File: src/rtl/cell_drop_pkg.sv
package cell_drop_pkg;

   // Kind of access seen on the read port in one cycle
   typedef enum logic [1:0] {
      RD_IDLE = 2'd0,
      RD_SNAP = 2'd1,
      RD_HELD = 2'd2
   } rd_kind_e;

   function automatic int addr_bits(input int n_bytes);
      return (n_bytes > 1) ? $clog2(n_bytes) : 1;
   endfunction

endpackage

File: src/rtl/drop_evt_merge.sv
module drop_evt_merge #(
   parameter int NUM_SRC = 3,
   parameter int INC_W   = 2
) (
   input  logic [NUM_SRC-1:0] evt,
   output logic [INC_W-1:0]   inc
);

   logic [INC_W-1:0] part [NUM_SRC+1];

   assign part[0] = '0;

   for (genvar g = 0; g < NUM_SRC; g++) begin : g_src
      assign part[g+1] = part[g] + INC_W'(evt[g]);
   end

   assign inc = part[NUM_SRC];

   always_comb begin
      AST_INC_BOUND: assert (int'(inc) <= NUM_SRC);
   end

endmodule

File: src/rtl/sat_accum.sv
module sat_accum #(
   parameter int CNT_W = 32,
   parameter int INC_W = 2
) (
   input  logic             clk,
   input  logic             rst,
   input  logic             clr,
   input  logic [INC_W-1:0] inc,
   output logic [CNT_W-1:0] cnt
);

   localparam int SUM_W = CNT_W + 1;
   localparam logic [CNT_W-1:0] FULL = '1;

   logic [SUM_W-1:0] base;
   logic [SUM_W-1:0] sum;
   logic [CNT_W-1:0] nxt;

   always_comb begin
      base = clr ? '0 : {1'b0, cnt};
      sum  = base + SUM_W'(inc);
      nxt  = sum[CNT_W] ? FULL : sum[CNT_W-1:0];
   end

   always_ff @(posedge clk) begin
      if (rst) cnt <= '0;
      else     cnt <= nxt;
   end

   AST_SAT_HOLD: assert property (@(posedge clk) disable iff (rst)
      (cnt == FULL && !clr) |=> cnt == FULL);

   AST_NO_DROP: assert property (@(posedge clk) disable iff (rst)
      !clr |=> cnt >= $past(cnt));

   AST_RESTART: assert property (@(posedge clk) disable iff (rst)
      clr |=> cnt == CNT_W'($past(inc)));

endmodule

File: src/rtl/snap_reader.sv
module snap_reader
   import cell_drop_pkg::*;
#(
   parameter int CNT_W     = 32,
   parameter int BYTE_W    = 8,
   parameter int NUM_BYTES = 4,
   parameter int ADDR_W    = 2
) (
   input  logic              clk,
   input  logic              rst,
   input  logic              rd_en,
   input  logic [ADDR_W-1:0] rd_addr,
   input  logic [CNT_W-1:0]  live,
   output logic              clr,
   output logic [BYTE_W-1:0] rd_data
);

   localparam logic [ADDR_W-1:0] TOP_ADDR = ADDR_W'(NUM_BYTES - 1);

   logic [CNT_W-1:0]  snap;
   logic [BYTE_W-1:0] snap_lane [NUM_BYTES];
   logic [BYTE_W-1:0] held_pick;
   rd_kind_e          kind;

   for (genvar g = 0; g < NUM_BYTES; g++) begin : g_lane
      assign snap_lane[g] = snap[g*BYTE_W +: BYTE_W];
   end

   always_comb begin
      if (!rd_en)                   kind = RD_IDLE;
      else if (rd_addr == TOP_ADDR) kind = RD_SNAP;
      else                          kind = RD_HELD;
   end

   assign clr = (kind == RD_SNAP);

   always_comb begin
      held_pick = '0;
      for (int i = 0; i < NUM_BYTES; i++) begin
         if (rd_addr == ADDR_W'(i)) held_pick = snap_lane[i];
      end
   end

   always_ff @(posedge clk) begin
      if (rst) begin
         snap    <= '0;
         rd_data <= '0;
      end else begin
         case (kind)
            RD_SNAP: begin
               snap    <= live;
               rd_data <= live[CNT_W-1 -: BYTE_W];
            end
            RD_HELD: rd_data <= held_pick;
            default: ;
         endcase
      end
   end

   AST_SNAP_TAKE: assert property (@(posedge clk) disable iff (rst)
      (rd_en && rd_addr == TOP_ADDR) |=> snap == $past(live));

   AST_SNAP_KEEP: assert property (@(posedge clk) disable iff (rst)
      !(rd_en && rd_addr == TOP_ADDR) |=> $stable(snap));

   AST_DATA_HOLD: assert property (@(posedge clk) disable iff (rst)
      !rd_en |=> $stable(rd_data));

endmodule

File: src/rtl/cell_drop_counter.sv
module cell_drop_counter
   import cell_drop_pkg::*;
#(
   parameter  int CNT_W   = 32,
   parameter  int BYTE_W  = 8,
   parameter  int NUM_SRC = 3,
   localparam int NUM_BYTES = CNT_W / BYTE_W,
   localparam int ADDR_W    = addr_bits(NUM_BYTES)
) (
   input  logic               clk,
   input  logic               rst,
   input  logic [NUM_SRC-1:0] drop_evt,
   input  logic               rd_en,
   input  logic [ADDR_W-1:0]  rd_addr,
   output logic [BYTE_W-1:0]  rd_data
);

   localparam int INC_W = $clog2(NUM_SRC + 1);

   if (CNT_W % BYTE_W != 0) begin : g_bad_width
      $error("CNT_W must be a whole number of BYTE_W lanes");
   end
   if (NUM_SRC < 1) begin : g_bad_src
      $error("NUM_SRC must be at least one");
   end
   if (INC_W >= CNT_W) begin : g_bad_inc
      $error("CNT_W too narrow for NUM_SRC");
   end

   logic [INC_W-1:0] inc;
   logic [CNT_W-1:0] live;
   logic             clr;

   drop_evt_merge #(
      .NUM_SRC (NUM_SRC),
      .INC_W   (INC_W)
   ) i_merge (
      .evt (drop_evt),
      .inc (inc)
   );

   sat_accum #(
      .CNT_W (CNT_W),
      .INC_W (INC_W)
   ) i_accum (
      .clk (clk),
      .rst (rst),
      .clr (clr),
      .inc (inc),
      .cnt (live)
   );

   snap_reader #(
      .CNT_W     (CNT_W),
      .BYTE_W    (BYTE_W),
      .NUM_BYTES (NUM_BYTES),
      .ADDR_W    (ADDR_W)
   ) i_reader (
      .clk     (clk),
      .rst     (rst),
      .rd_en   (rd_en),
      .rd_addr (rd_addr),
      .live    (live),
      .clr     (clr),
      .rd_data (rd_data)
   );

   AST_CLR_ONLY_TOP: assert property (@(posedge clk) disable iff (rst)
      clr |-> (rd_en && rd_addr == ADDR_W'(NUM_BYTES - 1)));

endmodule

File: config.mk
export PLATFORM = sky130hd
export DESIGN_NAME = cell_drop_counter
export DESIGN_NICKNAME = d
export VERILOG_FILES = /design/src/rtl/cell_drop_pkg.sv /design/src/rtl/drop_evt_merge.sv /design/src/rtl/sat_accum.sv /design/src/rtl/snap_reader.sv /design/src/rtl/cell_drop_counter.sv
export SDC_FILE = /design/constraint.sdc
export NUM_CORES = 1
export LEC_CHECK = 0
export CAP_MARGIN = 20
export CORE_MARGIN = 10
export CORE_UTILIZATION = 60
export CTS_CLUSTER_DIAMETER = 120
export CTS_CLUSTER_SIZE = 24
export DETAILED_ROUTE_END_ITERATION = 8
export PLACE_DENSITY = 0.9
export SKIP_CTS_REPAIR_TIMING = 1
export SLEW_MARGIN = 30
export SYNTH_ARGS = -nofsm -noshare
export SYNTH_HDL_FRONTEND = slang
export SYNTH_SLANG_ARGS = --single-unit
File: constraint.sdc
create_clock -name clk -period 8.3 [get_ports clk]
set_input_delay 0.83 -clock clk [delete_from_list [all_inputs] [get_ports clk]]
set_output_delay 0.83 -clock clk [all_outputs]
set_load 0.01 [all_outputs]
==> metrics.yaml <==
clock_tree:
  cts_root_buffer: "clkbuf_8"
  cts_tree: "built"
  cts.sinks: 64
  clkLatencyLatePin_ns: 0.34
  cts_max_level: 3
  clk_pin_slew_ns: 0.06
  cts_buffer_depth: 2
  cts_made_buffers: 9
final_layout:
  multi_input_area_um2: 1597
  fin_nets: 382
  seqCellArea_um2: 1281
  fillers: 361
  fin_area_um2: 3322
  area_growth_pct: 9.756
  drive_gt1_share_pct: 6.452
  diodes: 0
yosys:
  ys_warn_count: 0
  yosys.area.top_type: "dfxtp_1"
  yosys-top-cells-count: "91 x nand2_1, 64 x dfxtp_1, 52 x a21oi_1"
  syn_nets: 382
  ys_ff_latch: 64
  syn_inst: 370
  yosys_most_used_dff: "dfxtp_1"
  syn_area_um2: 3027
  synth_cell_types: 41
  netlist_top_cells_area: "dfxtp_1 42%, nand2_1 11%, a21oi_1 8.6%"
  synth_edf_count: 0
  synth_seq_area_share_pct: 42.33
  synth_top_area_share_pct: 42.33
  yosysMostFrequentCell: "nand2_1"
  async_reset_ff_share_pct: 0
  syn_area_per_cell_um2: 8.180
sta:
  tns_ns: 0
  hold_ws_ns: 0.4507
  worst_slew_pin_slew_ns: 0.6997
  min_period_ns: 5.042
  slew_viol_final: 0
  grt_setup_unrepaired: "no"
  fin_ws_ns: 3.258
  hold_viol_final: 0
  fin_crit_sh_pct: 60.75
  fmax_ghz: 0.1983
  slew_headroom_pct: 53.00
  setup_viol: 0
  skew_ns: 0.006456
worst_setup_path:
  critical_path_cell_count: 12
  path_max_fanout: 23
  required_ns: 8.56
  cp_data_arrival_time_ns: 5.30
  reg2reg_to: "i_accum.cnt[22]"
  endpoint_kind: "flop"
  crit_slowest_cell: "clkdlybuf4s50_1"
  critPathKind: "in -> reg"
  crit_path_max_incr_delay_ns: 0.85
  cp_cell_sequence: "clkdlybuf4s50_1, nand3_1, and2_1, fa_1, ha_1, inv_1, fa_1, nand3b_1, nor4_4, nand4_1, buf_4, o22ai_1"
  cp_num_buf_inv: 3
  startpoint: "rd_en"
  critical-path-top-delay-family: "simple AND/OR/NAND/NOR gates"
  cpMostUsedCell: "fa_1"
  startpoint_type: "primary input"
  r2r_slack_ns: 4.60
  rr_worst_depth: 10
  regToRegStartpoint: "i_accum.cnt[0]"
grt:
  gr-total-overflow: 0
  grt_pass1_wl_um: 11580
  grtUsageTotal_pct: 16.77
  grt_pass1_vias: 2444
  grt_max_degree: 66
  antenna_found_initial: 0
job:
  drv_cap: 0
floorplan:
  core_um2: 4817
  die_area_um2: 8286
  initial_utilization_pct: 62.83
  die-height_um: 91.03
  row_count: 25
  num_io_pins: 16
  dieWidth_um: 91.03
drt:
  drt_wl_total_um: 7070
  drcViolationCount: 0
  viasPerCell: 5.895
  wire_per_inst_um: 16.10
  ant_nets: 0
  first_pass_iters: 5
  drt_iter0_drc: 335
  via_count: 2588
run_status:
  status: "finished, final reports clean"
worst_hold_path:
  hold_depth: 2
  hold_path_end: "i_reader.snap[1]"
  hold_path.class: "reg -> reg"
  min_from: "i_accum.cnt[1]"
placed_design:
  gp_congestion: 0.8725
  port_buffers: 15
  pre_cts_slack_ns: 2.616
  dp_hpwl_um: 4624
  place_area_um2: 3153
power:
  power_density_nw_per_um2: 181.0
  p_leak_nw: 1.041
  peakVddDrop_v: 0.0001098
[layout make-up]
cell class / instances / share of cell area [%]
clock buffer: 12 / 4.670
clock inverter: 1 / 0.1507
inverter: 6 / 0.6780
multi-input combinational: 270 / 48.06
sequential: 64 / 38.57
tap: 67 / 2.524
timing repair buffer: 19 / 5.348
[placed cells by master (no fill, tap or decap), types with 2 or more instances in the layout]
cell type / netlist / final
nand2_1: 91 / 91
dfxtp_1: 64 / 64
a21oi_1: 52 / 52
nand4_1: 16 / 16
xnor2_1: 16 / 16
nand3_1: 15 / 15
clkdlybuf4s50_1: 0 / 14
xor2_1: 11 / 11
clkbuf_8: 0 / 11
o22ai_1: 9 / 9
mux2i_1: 8 / 8
o211ai_1: 8 / 8
o21ai_0: 8 / 8
inv_1: 6 / 6
buf_4: 1 / 5
and2_1: 3 / 3
nor3_1: 3 / 3
a211oi_1: 3 / 3
nor4_4: 1 / 2
nor2_1: 2 / 2
nor2b_1: 2 / 2
and4_1: 2 / 2
fa_1: 2 / 2
ha_1: 2 / 2
[worst reg2reg max path: stages (launching register included)]
cell      delay [ns]
dfxtp_1         0.31
and2_1          0.16
fa_1            0.48
ha_1            0.19
inv_1           0.06
fa_1            0.41
nand3b_1        0.28
nor4_4          0.69
nand4_1         0.47
buf_4           0.37
o22ai_1         0.18
[how the worst max path moves through the flow]
stage / slack (ns) / end
2_1_floorplan: 4.26 / i_accum.cnt[30]
3_3_place_gp: 2.88 / i_accum.cnt[17]
3_5_place_dp: 2.62 / i_accum.cnt[22]
4_1_cts: 2.93 / i_accum.cnt[16]
5_1_grt: 2.98 / i_accum.cnt[22]
6_report: 3.26 / i_accum.cnt[22]
[sequential cells by signal, summed over array words and instances (netlist names)]
signal / flops
i_accum.cnt: 32
i_reader.snap: 24
i_reader.rd_data: 8
[power by group]
part / switching [W] / total, W / internal, W
clock network: 0.000108 / 0.000227 / 0.000119
registers: 0.00000557 / 0.000319 / 0.000314
logic: 0.0000324 / 0.0000545 / 0.0000221
[kinds of logic (layout without fill, tap and decap cells)]
logic type,Yosys count,in the layout,share of synthesized area [%]
and+or+nand+nor,148,148,24.64
adders and majority gates,4,4,2.150
muxes,8,8,2.646
buffers and inverters,36,38,5.209
DFF,64,64,42.33
xor gates and xnor gates,27,27,7.813
AOI/OAI and AO/OA,83,83,15.21
[per-layer routing]
metal | part of all wire, % | global-route usage [%] | vias up
met2 | 47 | 26.19 | 112
met4 | 1.6 | 8.094 | 0
met5 | 0 | 0 | -
met3 | 7.4 | 4.115 | 11
met1 | 44 | 21.15 | 1193
li1 | - | - | 1272
[per-stage QoR]
| stage | power (W) | utilization (%) | std cells |
|---|---|---|---|
| after floorplan | 0.0003637 | - | 370 |
| after global placement | 0.0003773 | 65.40 | 426 |
| after detailed placement | 0.0003791 | 65.45 | 426 |
| after CTS | 0.0006006 | 68.78 | 439 |
| after global routing | 0.0006223 | 68.96 | 439 |
| final | 0.0006013 | 68.96 | 439 |
No activity file was read; power rests on OpenSTA's default activity.
